<file path="config.mk">
export PLATFORM = sky130hd
export DESIGN_NAME = crcsel_engine
export DESIGN_NICKNAME = d
export VERILOG_FILES = /design/src/rtl/crcsel_pkg.sv /design/src/rtl/crcsel_delay.sv /design/src/rtl/crcsel_core.sv /design/src/rtl/crcsel_engine.sv
export SDC_FILE = /design/constraint.sdc
export NUM_CORES = 1
export LEC_CHECK = 0
export BUFFER_PORTS_ARGS = -buffer_cell sky130_fd_sc_hd__buf_2
export CORE_UTILIZATION = 37
export CTS_BUF_LIST = sky130_fd_sc_hd__clkbuf_8
export DETAILED_ROUTE_END_ITERATION = 6
export GPL_TIMING_DRIVEN = 0
export PLACE_DENSITY = 0.66
export SYNTH_ARGS = -nofsm -noshare
export SYNTH_HDL_FRONTEND = slang
export SYNTH_HIERARCHICAL = 1
export SYNTH_SLANG_ARGS = --single-unit
</file>
<file path="constraint.sdc">
create_clock -name clk -period 7.3 [get_ports clk]
set_input_delay 0 -clock clk [delete_from_list [all_inputs] [get_ports clk]]
set_output_delay 0 -clock clk [all_outputs]
set_load 0.02 [all_outputs]
</file>
<file path="src/rtl/crcsel_pkg.sv">
package crcsel_pkg;

    localparam int CRC_W = 16;

    localparam logic [CRC_W-1:0] POLY_CRC16_REFL = 16'hA001;
    localparam logic [CRC_W-1:0] POLY_CCITT_REFL = 16'h8408;
    localparam logic [CRC_W-1:0] RESIDUE_CCITT_ONES = 16'hF0B8;

    typedef enum logic {
        MODE_BYTE = 1'b0,
        MODE_BIT  = 1'b1
    } crc_mode_e;

    // one reflected (LSB first) shift step
    function automatic logic [CRC_W-1:0] crc_step(
        input logic [CRC_W-1:0] cur,
        input logic             din,
        input logic [CRC_W-1:0] poly
    );
        logic fb;
        fb = cur[0] ^ din;
        return (cur >> 1) ^ (fb ? poly : '0);
    endfunction

endpackage

</file>
<file path="src/rtl/crcsel_delay.sv">
module crcsel_delay #(
    parameter int CHAR_W = 8
) (
    input  logic clk,
    input  logic rst_n,
    input  logic clear,
    input  logic shift,
    input  logic din,
    output logic dout,
    output logic full,
    output logic char_first
);

    localparam int CNT_W = $clog2(CHAR_W + 1);
    localparam logic [CNT_W-1:0] FILL_MAX = CNT_W'(CHAR_W);
    localparam logic [CNT_W-1:0] POS_LAST = CNT_W'(CHAR_W - 1);

    typedef struct packed {
        logic [CHAR_W-1:0] line;
        logic [CNT_W-1:0]  fill;
        logic [CNT_W-1:0]  pos;
    } dly_state_t;

    dly_state_t st_d, st_q;

    always_comb begin
        st_d = st_q;
        if (clear) begin
            st_d = '0;
        end else if (shift) begin
            st_d.line = {din, st_q.line[CHAR_W-1:1]};
            st_d.pos  = (st_q.pos == POS_LAST) ? '0 : st_q.pos + 1'b1;
            if (st_q.fill != FILL_MAX) begin
                st_d.fill = st_q.fill + 1'b1;
            end
        end
    end

    always_ff @(posedge clk or negedge rst_n) begin
        if (!rst_n) begin
            st_q <= '0;
        end else begin
            st_q <= st_d;
        end
    end

    assign dout       = st_q.line[0];
    assign full       = (st_q.fill == FILL_MAX);
    assign char_first = (st_q.pos == '0);

endmodule

</file>
<file path="src/rtl/crcsel_core.sv">
module crcsel_core
    import crcsel_pkg::*;
(
    input  logic             clk,
    input  logic             rst_n,
    input  logic             load,
    input  logic [CRC_W-1:0] load_val,
    input  logic             step,
    input  logic             din,
    input  logic [CRC_W-1:0] poly,
    output logic [CRC_W-1:0] crc
);

    typedef struct packed {
        logic [CRC_W-1:0] reg_v;
    } core_state_t;

    core_state_t st_d, st_q;

    always_comb begin
        st_d = st_q;
        if (load) begin
            st_d.reg_v = load_val;
        end else if (step) begin
            st_d.reg_v = crc_step(st_q.reg_v, din, poly);
        end
    end

    always_ff @(posedge clk or negedge rst_n) begin
        if (!rst_n) begin
            st_q <= '0;
        end else begin
            st_q <= st_d;
        end
    end

    assign crc = st_q.reg_v;

endmodule

</file>
<file path="src/rtl/crcsel_engine.sv">
module crcsel_engine
    import crcsel_pkg::*;
#(
    parameter int CHAR_W = 8
) (
    input  logic        clk,
    input  logic        rst_n,
    input  logic        frame_start,
    input  logic        preset_ones,
    input  logic        mode_bit,
    input  logic        poly_sel,
    input  logic        bit_valid,
    input  logic        bit_in,
    input  logic        incl,
    output logic [15:0] crc_out,
    output logic        crc_good
);

    typedef struct packed {
        crc_mode_e mode;
        logic      ccitt;
        logic      ones;
        logic      keep;
        logic      seen;
    } eng_state_t;

    eng_state_t st_d, st_q;

    logic             dly_out, dly_full, dly_first;
    logic             byte_shift, dly_emit, incl_now;
    logic             crc_step_en, crc_din;
    logic [CRC_W-1:0] poly_w, preset_w, residue_w, crc_w;

    always_comb begin
        st_d       = st_q;
        byte_shift = !frame_start && bit_valid && (st_q.mode == MODE_BYTE);
        dly_emit   = byte_shift && dly_full;
        incl_now   = dly_first ? incl : st_q.keep;

        if (st_q.mode == MODE_BIT) begin
            crc_step_en = !frame_start && bit_valid;
            crc_din     = bit_in;
        end else begin
            crc_step_en = dly_emit && incl_now;
            crc_din     = dly_out;
        end

        if (frame_start) begin
            st_d.mode  = crc_mode_e'(mode_bit);
            st_d.ccitt = mode_bit | poly_sel;
            st_d.ones  = preset_ones;
            st_d.keep  = 1'b0;
            st_d.seen  = 1'b0;
        end else begin
            if (dly_emit && dly_first) begin
                st_d.keep = incl;
            end
            if (crc_step_en) begin
                st_d.seen = 1'b1;
            end
        end

        poly_w    = st_q.ccitt ? POLY_CCITT_REFL : POLY_CRC16_REFL;
        preset_w  = preset_ones ? '1 : '0;
        residue_w = (st_q.ccitt && st_q.ones) ? RESIDUE_CCITT_ONES : '0;
    end

    always_ff @(posedge clk or negedge rst_n) begin
        if (!rst_n) begin
            st_q <= '{mode: MODE_BYTE, ccitt: 1'b0, ones: 1'b0, keep: 1'b0, seen: 1'b0};
        end else begin
            st_q <= st_d;
        end
    end

    crcsel_delay #(.CHAR_W(CHAR_W)) u_delay (
        .clk        (clk),
        .rst_n      (rst_n),
        .clear      (frame_start),
        .shift      (byte_shift),
        .din        (bit_in),
        .dout       (dly_out),
        .full       (dly_full),
        .char_first (dly_first)
    );

    crcsel_core u_core (
        .clk      (clk),
        .rst_n    (rst_n),
        .load     (frame_start),
        .load_val (preset_w),
        .step     (crc_step_en),
        .din      (crc_din),
        .poly     (poly_w),
        .crc      (crc_w)
    );

    assign crc_out  = crc_w;
    assign crc_good = st_q.seen && (crc_w == residue_w);

endmodule

</file>
# Yosys cells after proc, flatten, opt, wreduce, memory -nomap -nowiden
# Index checks and enable logic that the tools add are counted.
# word_totals
register_bits,37
input_bits,9
out_inout_bits,17
elab_cells,49
# op_classes
n_addsub,2
n_eq_ne,4
n_mux,16
bitwise_logic,4
n_reduce_logical,14
# ops
op,n
2-to-1 mux 16 bit,7
== test 16 bit,1
XOR 15 x 16 -> 16 bit,1
2-to-1 mux 14 bit,1
adder 4 x 1 -> 4 bit (second input constant),2
2-to-1 mux 4 bit,2
nonzero test 2 bit,4
logical AND 1 bit,7
2-to-1 mux 1 bit,5
== test 4 x 3 -> 1 bit (second input constant),1
== test 4 bit (second input constant),1
zero test 4 bit,1
!= test 4 bit (second input constant),1
2-to-1 mux 2 bit,1
AND reduction 2 bit,1
zero test 1 bit,1
inverter 1 bit,1
OR 1 bit,1
XOR 1 bit,1

# Longest topological paths before layout
# logic_depth
word_depth,8
depth_mapped,10
mapped_depth_nobuf,9

# By module
# Netlist, hierarchy kept.
# modules_own_cells
module,n_inst,cells_each,area_each_um2,seq_area_each_um2
crcsel_core,1,136,1266.2,400.4
crcsel_delay,1,72,767.0,400.4
crcsel_engine,1,36,327.8,125.1

# Worst setup path before layout
# No wires, ideal clock.
# synth_timing
path_type,flip-flop to flip-flop
start,register u_delay/st_q[0] (netlist name)
end,register u_core.st_q (netlist bit u_core/crc[2])
setup_time_ns,0.134
arrival_time_ns,2.167
t_required_ns,7.166
setup_slack_ns,4.999
stages_incl_launch_ff,11
path_buffers,2
period_less_slack_ns,2.301
path_cell_list,dfrtp_1 > inv_1 > ha_1 > nor3b_1 > mux2_1 > a21oi_1 > nor2_1 > buf_2 > buf_6 > a311oi_1 > o22ai_1
# synth_via
elab_chain_len,5
# synth_lines
element,line,source
from (decl),crcsel_delay.sv:24,"dly_state_t st_d, st_q;"
from (signal assigned),crcsel_delay.sv:43,st_q <= st_d;
zero test 4 bit,crcsel_delay.sv:49,assign char_first = (st_q.pos == '0);
via dly_first,crcsel_engine.sv:29,"logic dly_out, dly_full, dly_first;"
2-to-1 mux 1 bit,crcsel_engine.sv:38,incl_now = dly_first ? incl : st_q.keep;
logical AND 1 bit,crcsel_engine.sv:44,crc_step_en = dly_emit && incl_now;
2-to-1 mux 1 bit,crcsel_engine.sv:40,if (st_q.mode == MODE_BIT) begin
via crc_step_en,crcsel_engine.sv:31,"logic crc_step_en, crc_din;"
nonzero test 2 bit (no source line),n/a,
to (signal assigned),crcsel_core.sv:33,st_q <= st_d;
to (decl),crcsel_core.sv:18,"core_state_t st_d, st_q;"
# The timed path passes the listed nets, and every way through them passes these cells.
# A chain may end at the register's enable or synchronous reset.

# Worst setup path in the final report
# layout_timing
start,register u_delay/st_q[0] (netlist name)
end,register u_core.st_q (netlist bit u_core/crc[3])
# The elaborated chain is that of the path after synthesis.

==> results.yml <==
status:
  outcome: "completed"
final_layout:
  antenna_cells: 0
  utilization: 0.471
  fillers: 576
  seq_area_um2: 926
  area_delta_synth_final_pct: 20.1
  multiInputGateArea_um2: 1330
  layout-drive-gt1-share: 0.161
  fin_nets: 316
setup_path:
  worstPathMaxFanout: 10
  cp.required_ps: 7500
  r2r-start: "u_delay/st_q[0]$_DFFE_PN0P_"
  r2r_end: "u_core/crc[3]$_DFFE_PN0P_"
  arrival_ps: 2960
  criticalPathCategory: "register to register"
  crit_path_end_kind: "register"
  reg2reg_setup_slack_ps: 4540
  start_kind: "register"
  reg2reg_depth: 10
timing:
  fin_crit_ps: 2760
  tightest_slew_ps: 841
  timing.slew.headroom: 0.439
  fin_crit_sh: 0.378
  hold_viol: 0
  layout_setup_ws_ps: 4540
  setup-violations-final: 0
  fin_setup_tns_ps: 0
  fmax_ghz: 0.363
  whs_ps: 39.1
  rsz0062_at_grt: "false"
  slew_viol_final: 0
  skew_ps: 8.51
floorplan:
  placementRows: 28
  io_pins: 26
  initial_core_util: 0.392
  fp.dieW_um: 81.9
  dieArea_um2: 6700
  core_area_um2: 6030
  die_y_um: 81.9
hold_path:
  hp-class: "primary input to register"
  worstHoldStart: "bit_valid"
  whs_path_depth: 3
  holdPathEnd: "st_q[0]$_DFFE_PN0P_"
routing:
  via_per_inst: 4.94
  drc_errors: 0
  drtIter0Drc: 96
  ant_nets: 0
  dr_total_vias: 1872
  first_pass_iters: 4
  wl_per_cell_um: 13.7
  wirelength_um: 5200
pwr:
  power_density_nw_per_um2: 191
  p_leak_nw: 1.25
  ir_drop_uv: 82.4
  power_mw: 0.543
global_route:
  grt_pass1_wl_um: 8500
  grt_use_total: 0.168
  grt_pass1_vias: 1779
  grt_overflow: 0
  antenna_found_initial: 0
  grt_max_degree: 38
cts:
  clk_transition_reported_paths_ps: 80
  cts_setup_buffers: 0
  cts_tree: "built"
  cts-hold-fix-buffers: 7
  cts_buffer_depth: 2
  cts.sinks: 37
  insertion_delay_ps: 290
  cts-root-buf: "clkbuf_8"
  h-tree-depth: 2
  cts_made_buffers: 5
  cts_resized: 0
logic_synthesis:
  yosysSeqAreaShare: 0.392
  synth.area.top_cells: "dfrtp_1, mux2i_1, nor2b_1"
  synth_edf_count: 0
  yosysTopAreaCellShare: 0.392
  synth.most_common_cell: "dfrtp_1"
  ys_ff_latch: 37
  synthArstFlopShare: 1.00
  synth_top_cells_by_count: "dfrtp_1, nor2b_1, mux2i_1, inv_1, nor2_1"
  ys_warn_count: 6
  synth_ff_type: "dfrtp_1"
  synthesis.area_um2: 2360
  syn_inst: 244
  ys_types: 42
  synth.avg_cell_area_um2: 9.68
  synth_area_leader_cell: "dfrtp_1"
place:
  routabilityCongestion: 0.749
  dpl.hpwl_um: 3610
  pre_cts_ws_ps: 4610
  port_buffers: 24
flow_run:
  drv_cap: 0
[how the worst max path moves through the flow]
| stage | start | end | slack, ps | cells after the start |
|---|---|---|---|---|
| after floorplan | u_delay/st_q[0]$_DFFE_PN0P_ | u_core/crc[2]$_DFFE_PN0P_ | 5000 | 10 |
| after global placement | u_delay/st_q[0]$_DFFE_PN0P_ | u_core/crc[3]$_DFFE_PN0P_ | 4660 | 10 |
| after detailed placement | u_delay/st_q[0]$_DFFE_PN0P_ | u_core/crc[6]$_DFFE_PN0P_ | 4610 | 10 |
| after CTS | u_delay/st_q[0]$_DFFE_PN0P_ | u_core/crc[3]$_DFFE_PN0P_ | 4560 | 10 |
| after global routing | u_delay/st_q[0]$_DFFE_PN0P_ | u_core/crc[3]$_DFFE_PN0P_ | 4220 | 10 |
| final | u_delay/st_q[0]$_DFFE_PN0P_ | u_core/crc[3]$_DFFE_PN0P_ | 4540 | 10 |
[area by class of cell]
cell class,count,area share
multi-input combinational,194,0.470
sequential,37,0.327
inverter,20,0.0265
tap,75,0.0331
clock buffer,5,0.0243
timing repair buffer,31,0.0671
buffer,14,0.0371
clock inverter,3,0.0150
[critical path: stages (launching register included)]
cell and delay [ps]:
dfrtp_1 420, inv_1 70, ha_1 130, nor3b_1 350
mux2_1 220, a21oi_1 80, nor2_1 460, buf_2 320
nand2b_1 160, buf_2 240, o22ai_1 200
[sequential cells by signal, indices dropped and copies added, names as in the netlist]
signal and count:
u_delay/st_q 15, u_delay/dout 1, st_q 5, u_core/crc 16
[cells by family (layout without fill, tap and decap cells)]
group	Yosys count	in the layout	synth area share
and+or+nand+nor	92	92	0.234
muxes	30	30	0.130
other	2	23	0.00318
DFF	37	37	0.392
buffers and inverters	34	73	0.0763
xor gates and xnor gates	4	4	0.0228
adders and majority gates	4	4	0.0212
AOI/OAI and AO/OA	41	41	0.121
[routing by layer]
layer	track usage	vias to the layer above	routed length [um]
met5	0	-	0
met4	0.0667	0	66
met3	0.0333	6	164
met2	0.282	22	2500
met1	0.209	897	2480
li1	-	947	-
[report_power, final]
part	internal, mW	switching, mW
sequential	0.218	0.0221
combinational	0.0579	0.0671
clock	0.101	0.0759
[cell usage in the layout (no fill, tap or decap), types with 2 or more instances in the layout]
master         instances
a21oi_1                5
a311oi_1              14
and2b_1                2
and2b_2                6
buf_2                 28
buf_4                  2
buf_6                  2
clkbuf_1               4
clkbuf_8               5
conb_1                23
dfrtp_1               37
dlygate4sd3_1          7
ha_1                   4
inv_1                 21
mux2_1                 4
mux2i_1               25
nand2_1                9
nand2b_1               4
nand4_1                5
nor2_1                16
nor2b_1               35
nor3b_1                2
nor4_1                 3
nor4bb_1               2
o21ai_0                2
o22ai_1               15
or3_1                  2
xor2_1                 2
[per-stage QoR]
stage	cell area (um2)	std cells
after floorplan	2440	265
after global placement	2650	364
after detailed placement	2650	364
after CTS	2840	379
after global routing	2840	379
final	2840	379
(Power assumes the default switching activity.)
